<file path="src/rtl/i2c_frame_pkg.sv">
`timescale 1ns/1ps
package i2c_frame_pkg;
  // Line levels as seen on the bus
  localparam logic LINE_HIGH = 1'b1;
  localparam logic LINE_LOW  = 1'b0;
  // Value the elements take under reset
  localparam logic CELL_CLEAR = 1'b0;
endpackage

</file>
<file path="src/rtl/frame_start_cell.sv">
`timescale 1ns/1ps
// Start element: clocked by the falling data edge, it loads the clock level.
// Once set, it holds through data bits (falling data edges with the clock low).
module frame_start_cell
  import i2c_frame_pkg::*;
(
  input  logic sda_i,
  input  logic scl_i,
  input  logic clr_n_i,
  output logic open_o
);
  logic open_d;

  // next state: START sets, a data bit keeps the current state
  always_comb begin
    open_d = open_o;
    if (scl_i == LINE_HIGH) open_d = LINE_HIGH;
  end

  // register
  always_ff @(negedge sda_i or negedge clr_n_i) begin
    if (!clr_n_i) open_o <= CELL_CLEAR;
    else          open_o <= open_d;
  end
endmodule

</file>
<file path="src/rtl/frame_stop_cell.sv">
`timescale 1ns/1ps
// Stop element: clocked by the rising data edge, it loads the clock level.
// It is held clear while no frame is open. It also keeps the frame parity.
module frame_stop_cell
  import i2c_frame_pkg::*;
(
  input  logic sda_i,
  input  logic scl_i,
  input  logic rst_n_i,
  input  logic open_i,
  output logic close_o,
  output logic parity_o
);
  logic hold_n;
  logic parity_en;
  logic parity_d;

  assign hold_n    = rst_n_i & open_i;
  assign parity_en = (scl_i == LINE_HIGH) & open_i;
  assign parity_d  = parity_en ? ~parity_o : parity_o;

  // self-timed close pulse, cleared once the start element drops
  always_ff @(posedge sda_i or negedge hold_n) begin
    if (!hold_n) close_o <= CELL_CLEAR;
    else         close_o <= scl_i;
  end

  // one inversion per STOP that ends an open frame
  always_ff @(posedge sda_i or negedge rst_n_i) begin
    if (!rst_n_i) parity_o <= CELL_CLEAR;
    else          parity_o <= parity_d;
  end
endmodule

</file>
<file path="src/rtl/restart_strobe_cell.sv">
`timescale 1ns/1ps
// Marks a START for the rest of the current clock-high phase.
module restart_strobe_cell
  import i2c_frame_pkg::*;
(
  input  logic sda_i,
  input  logic scl_i,
  input  logic rst_n_i,
  output logic mark_o
);
  logic clr_n;

  // held clear whenever the clock line is low
  assign clr_n = rst_n_i & (scl_i == LINE_HIGH);

  always_ff @(negedge sda_i or negedge clr_n) begin
    if (!clr_n) mark_o <= CELL_CLEAR;
    else        mark_o <= scl_i;
  end
endmodule

</file>
<file path="src/rtl/i2c_frame_detect.sv">
`timescale 1ns/1ps
// Framing detector: two edge-clocked elements that clear each other.
module i2c_frame_detect (
  input  logic rst_n,
  input  logic sda,
  input  logic scl,
  output logic active,
  output logic restart,
  output logic frame_tgl
);
  logic start_q;
  logic stop_q;
  logic start_clr_n;
  logic mark_q;

  // reset clears both; a set stop element clears the start element
  assign start_clr_n = rst_n & ~stop_q;

  frame_start_cell u_start (
    .sda_i   (sda),
    .scl_i   (scl),
    .clr_n_i (start_clr_n),
    .open_o  (start_q)
  );

  frame_stop_cell u_stop (
    .sda_i    (sda),
    .scl_i    (scl),
    .rst_n_i  (rst_n),
    .open_i   (start_q),
    .close_o  (stop_q),
    .parity_o (frame_tgl)
  );

  restart_strobe_cell u_mark (
    .sda_i   (sda),
    .scl_i   (scl),
    .rst_n_i (rst_n),
    .mark_o  (mark_q)
  );

  assign active  = start_q;
  // a START only counts while a frame is open
  assign restart = mark_q & start_q;
endmodule

</file>
<file path="config.mk">
export PLATFORM = sky130hd
export DESIGN_NAME = i2c_frame_detect
export DESIGN_NICKNAME = d
export VERILOG_FILES = /design/src/rtl/i2c_frame_pkg.sv /design/src/rtl/frame_start_cell.sv /design/src/rtl/frame_stop_cell.sv /design/src/rtl/restart_strobe_cell.sv /design/src/rtl/i2c_frame_detect.sv
export SDC_FILE = /design/constraint.sdc
export NUM_CORES = 1
export LEC_CHECK = 0
export ABC_AREA = 1
export BUFFER_PORTS_ARGS = -buffer_cell sky130_fd_sc_hd__buf_2
export CAP_MARGIN = 20
export CORE_AREA = 2 2 39 41
export CTS_CLUSTER_SIZE = 8
export DETAILED_ROUTE_END_ITERATION = 10
export DIE_AREA = 0 0 41 43
export PLACE_DENSITY_LB_ADDON = 0.3
export SYNTH_ARGS = -nofsm -noshare
export SYNTH_HDL_FRONTEND = slang
export SYNTH_HIERARCHICAL = 1
export SYNTH_SLANG_ARGS = --single-unit
</file>
<file path="constraint.sdc">
create_clock -name sda -period 0.8 [get_ports sda]
set_input_delay 0.04 -clock sda [delete_from_list [all_inputs] [get_ports sda]]
set_output_delay 0.04 -clock sda [all_outputs]
set_load 0.02 [all_outputs]
</file>
==> results list <==
* Run status: finished, violations left
- Violated checks: negative setup slack
- The later pin in the worst-skew pair is clocked with a latency of 0.24 ns.
- Detailed-route wire length per cell: 6.20 um
* CP startpoint kind: flip-flop
* Number of nets in the final layout: 38
* Count of H-tree levels built during CTS: 1
* Internal power component: 0.422 mW
- Part of the power in combinational logic: 14.1%
- After filler insertion, the fill cell instance count of the layout stands at 155.
- Yosys printed 6 warnings.
- Count of final max-slew check failures: 0
- Largest clock skew in the final design: 0.0153 ns
- In this run the cell area of the synthesized design comes to 164 um2.
- Final-report setup violation count: 5
- Across the VDD grid, the largest voltage drop is 1.08 mV.
- For the pin with the worst max-slew slack, the measured transition is 0.111 ns.
- At the worst endpoint, the arrival time is 1.29 ns.
- The average instance in the mapped netlist occupies 8.20 um2.
- Setup slack of the critical path after layout: -0.527 ns
* Die boundary width: 41 um
- The routed layout has 149 vias.
- Worst R2R End: u_stop/parity_o
- Number of antenna violations at the first check in global routing: 0
- Util after Layout: 20.8%
- Unrepaired setup endpoints after global routing: yes
- Summing all placed instances gives a cell area of 224 um2.
- Along the worst path, the maximum fanout reaches 3.
- Cts bufs inserted: 3
* Cells after synthesis: 20
* Number of buffers on the longest clock path: 2
- Worst min path class: in -> reg
* All-layer global routing usage: 5.44%
* Die Area: 0.00176 mm2
- Layout overhead on the synthesized area: 75.6%
* Worst hold-check slack: 0.0610 ns
- Routability-driven placement finished with a final weighted congestion of 0.661.
- Pwr per Cell Area: 1870 mW/mm2
- The number of global-route vias before repair was 131.
* Worst hold path depth: 2
* Top-level port count: 6
- The critical path in this run is classified as reg -> out.
- Per report_power, the clock group accounts for 44.0% of the total.
* Clock tree from TritonCTS: yes
* Total power consumption of the routed design: 0.539 mW
- Headroom to the max-slew limit came out at 92.6%.
- Total Negative Setup Slacks: -1.85 ns
* Vert. Die Dim: 43 um
- Antenna cell count: 0
* Non-Filler Cell Area, Final: 288 um2
- After clock tree synthesis, the clock-pin slew on the worst setup and hold paths is 0.03 ns.
- Of the cells placed in the final design, the portion with a size suffix greater than 1 is 42.4%.
- In this run the critical register-to-register path is launched from u_start/open_o.
- The tool flagged a number of max-cap violations equal to 0.
- The count of nets left with antenna violations once routing finished came out at 0.
- For this block, the routed nets add up to 304 um of wire.
- Counting cells, the worst reg-to-reg path comes to 5.
* Endpoint of the worst hold-timing path: u_stop/close_o
* Vias per inst: 3.04
* HPWL after detailed placement: 250 um
- Row generation in the floorplan step produced 14 rows.
- The region available for standard cell placement spans 0.00138 mm2.
- The analysis attributes to cell leakage a power of 0.174 nW.
- Buffers placed on the I/O ports in this run total 5.
- For this run, the detailed router's first-pass iteration total came to 1.
- After the first detailed-routing iteration, the DRC count stood at 0.
- Hold Startpoint: scl
- For the worst setup path, the data required time is 0.76 ns.
- The setup check on the worst reg-to-reg path leaves a slack of -0.49 ns.
- Summed over all layers, the global routing overflow is 0.
- After synthesis, flip-flops and latches occupy 61.1% of the total area.
* Fraction of power spent switching nets: 21.8%
- The share of total power dissipated in sequential elements is 41.9%.
- The clock drives 4 sinks.
- STA classifies the critical path endpoint as an output pin.
- The first global-routing pass estimated 552 um of wire.
- Entering global routing, the biggest net connects 5 pins.
- CTS placed an instance of sky130_fd_sc_hd__clkbuf_4 at the clock tree root.
- Count of unresolved DRC violations after routing: 0
- Synthesis produced a netlist with a net count of 23.
- The initial utilization of the core area, before any placement, comes to 11.8%.
- The hold violation total from the final report came to 0.
- Net switching power figure: 0.117 mW
* Number of distinct library cell variants in the gate-level netlist after synthesis: 6
* Number of flip-flops and latches in the synthesized netlist: 4
state kept, by name (all words and copies together), names as in the netlist:
register and flops:
u_mark/mark_o 1, u_start/open_o 1, u_stop/close_o 1, u_stop/parity_o 1
cell usage after synthesis:
cell type | instances | area [um2]
sky130_fd_sc_hd__inv_1 | 7 | 26.3
sky130_fd_sc_hd__nand2_1 | 7 | 26.3
sky130_fd_sc_hd__dfrtn_1 | 2 | 50.1
sky130_fd_sc_hd__dfrtp_1 | 2 | 50.1
sky130_fd_sc_hd__nand3_1 | 1 | 5.00
sky130_fd_sc_hd__nor2_2 | 1 | 6.26
repair_timing:
| item | 4_1_cts | 5_1_grt |
|---|---|---|
| setup endpoints to repair | 5 | 6 |
| pin swaps | 1 | 0 |
| hold buffers | 1 | 0 |
| gates resized for setup | 4 | 1 |
| hold endpoints to repair | 3 | 0 |
| buffers inserted | 2 | 1 |
per-layer routing:
metal | GRT usage [%] | wire length [um] | vias to the layer above
li1 | - | - | 83
met1 | 8.14 | 167 | 59
met2 | 3.44 | 100 | 7
met3 | 6.28 | 36 | 0
met4 | 4.00 | 0 | 0
met5 | 0 | 0 | -
final cells by class:
| class | instances | area, um2 | area share, % |
|---|---|---|---|
| clock buffer | 3 | 22.5 | 7.83 |
| inverter | 7 | 26.3 | 9.13 |
| multi-input combinational | 9 | 37.5 | 13.0 |
| tap | 16 | 20.0 | 6.96 |
| sequential | 4 | 100 | 34.8 |
| timing repair buffer | 10 | 81.3 | 28.3 |
power groups by stage:
stage	logic, mW	clock network, mW	registers, mW
after detailed placement	0.0610	0	0.227
after global placement	0.0602	0	0.227
after floorplan	0.0248	0	0.235
after CTS	0.0772	0.255	0.226
after global routing	0.0854	0.271	0.228
final	0.0761	0.237	0.226
cells by family after synthesis:
logic type / count (synthesis) / synth area share (%)
simple gates: 9 / 22.9
buf+inv: 7 / 16.0
flops: 4 / 61.1
how the worst max path moves through the flow:
stage / slack (ns) / cells past startpoint / start / end
after global placement: -0.38 / 3 / u_start/open_o / restart
final: -0.53 / 3 / u_start/open_o / restart
after detailed placement: -0.37 / 3 / u_start/open_o / restart
after floorplan: -0.44 / 3 / u_start/open_o / u_stop/parity_o
after global routing: -0.57 / 3 / u_start/open_o / restart
after CTS: -0.55 / 3 / u_start/open_o / restart
worst max-delay path: stages (launching register included):
cell	delay [ns]
sky130_fd_sc_hd__dfrtn_1	0.42
sky130_fd_sc_hd__nand2_1	0.07
sky130_fd_sc_hd__inv_2	0.05
sky130_fd_sc_hd__buf_6	0.10
stage by stage:
stage / worst slack, ns / instances
floorplan: -0.445 / 20
global placement: -0.383 / 43
detailed placement: -0.374 / 43
CTS: -0.549 / 48
global route: -0.575 / 49
finish: -0.527 / 49
layout by cell type (no fill, tap or decap), drive strengths merged:
| master | n |
|---|---|
| buf | 9 |
| nand2 | 7 |
| inv | 7 |
| clkbuf | 3 |
| dfrtn | 2 |
| dfrtp | 2 |
| nor2 | 1 |
| dlygate4sd3 | 1 |
| nand3 | 1 |
Note: power is estimated with default switching activity, not from simulation.
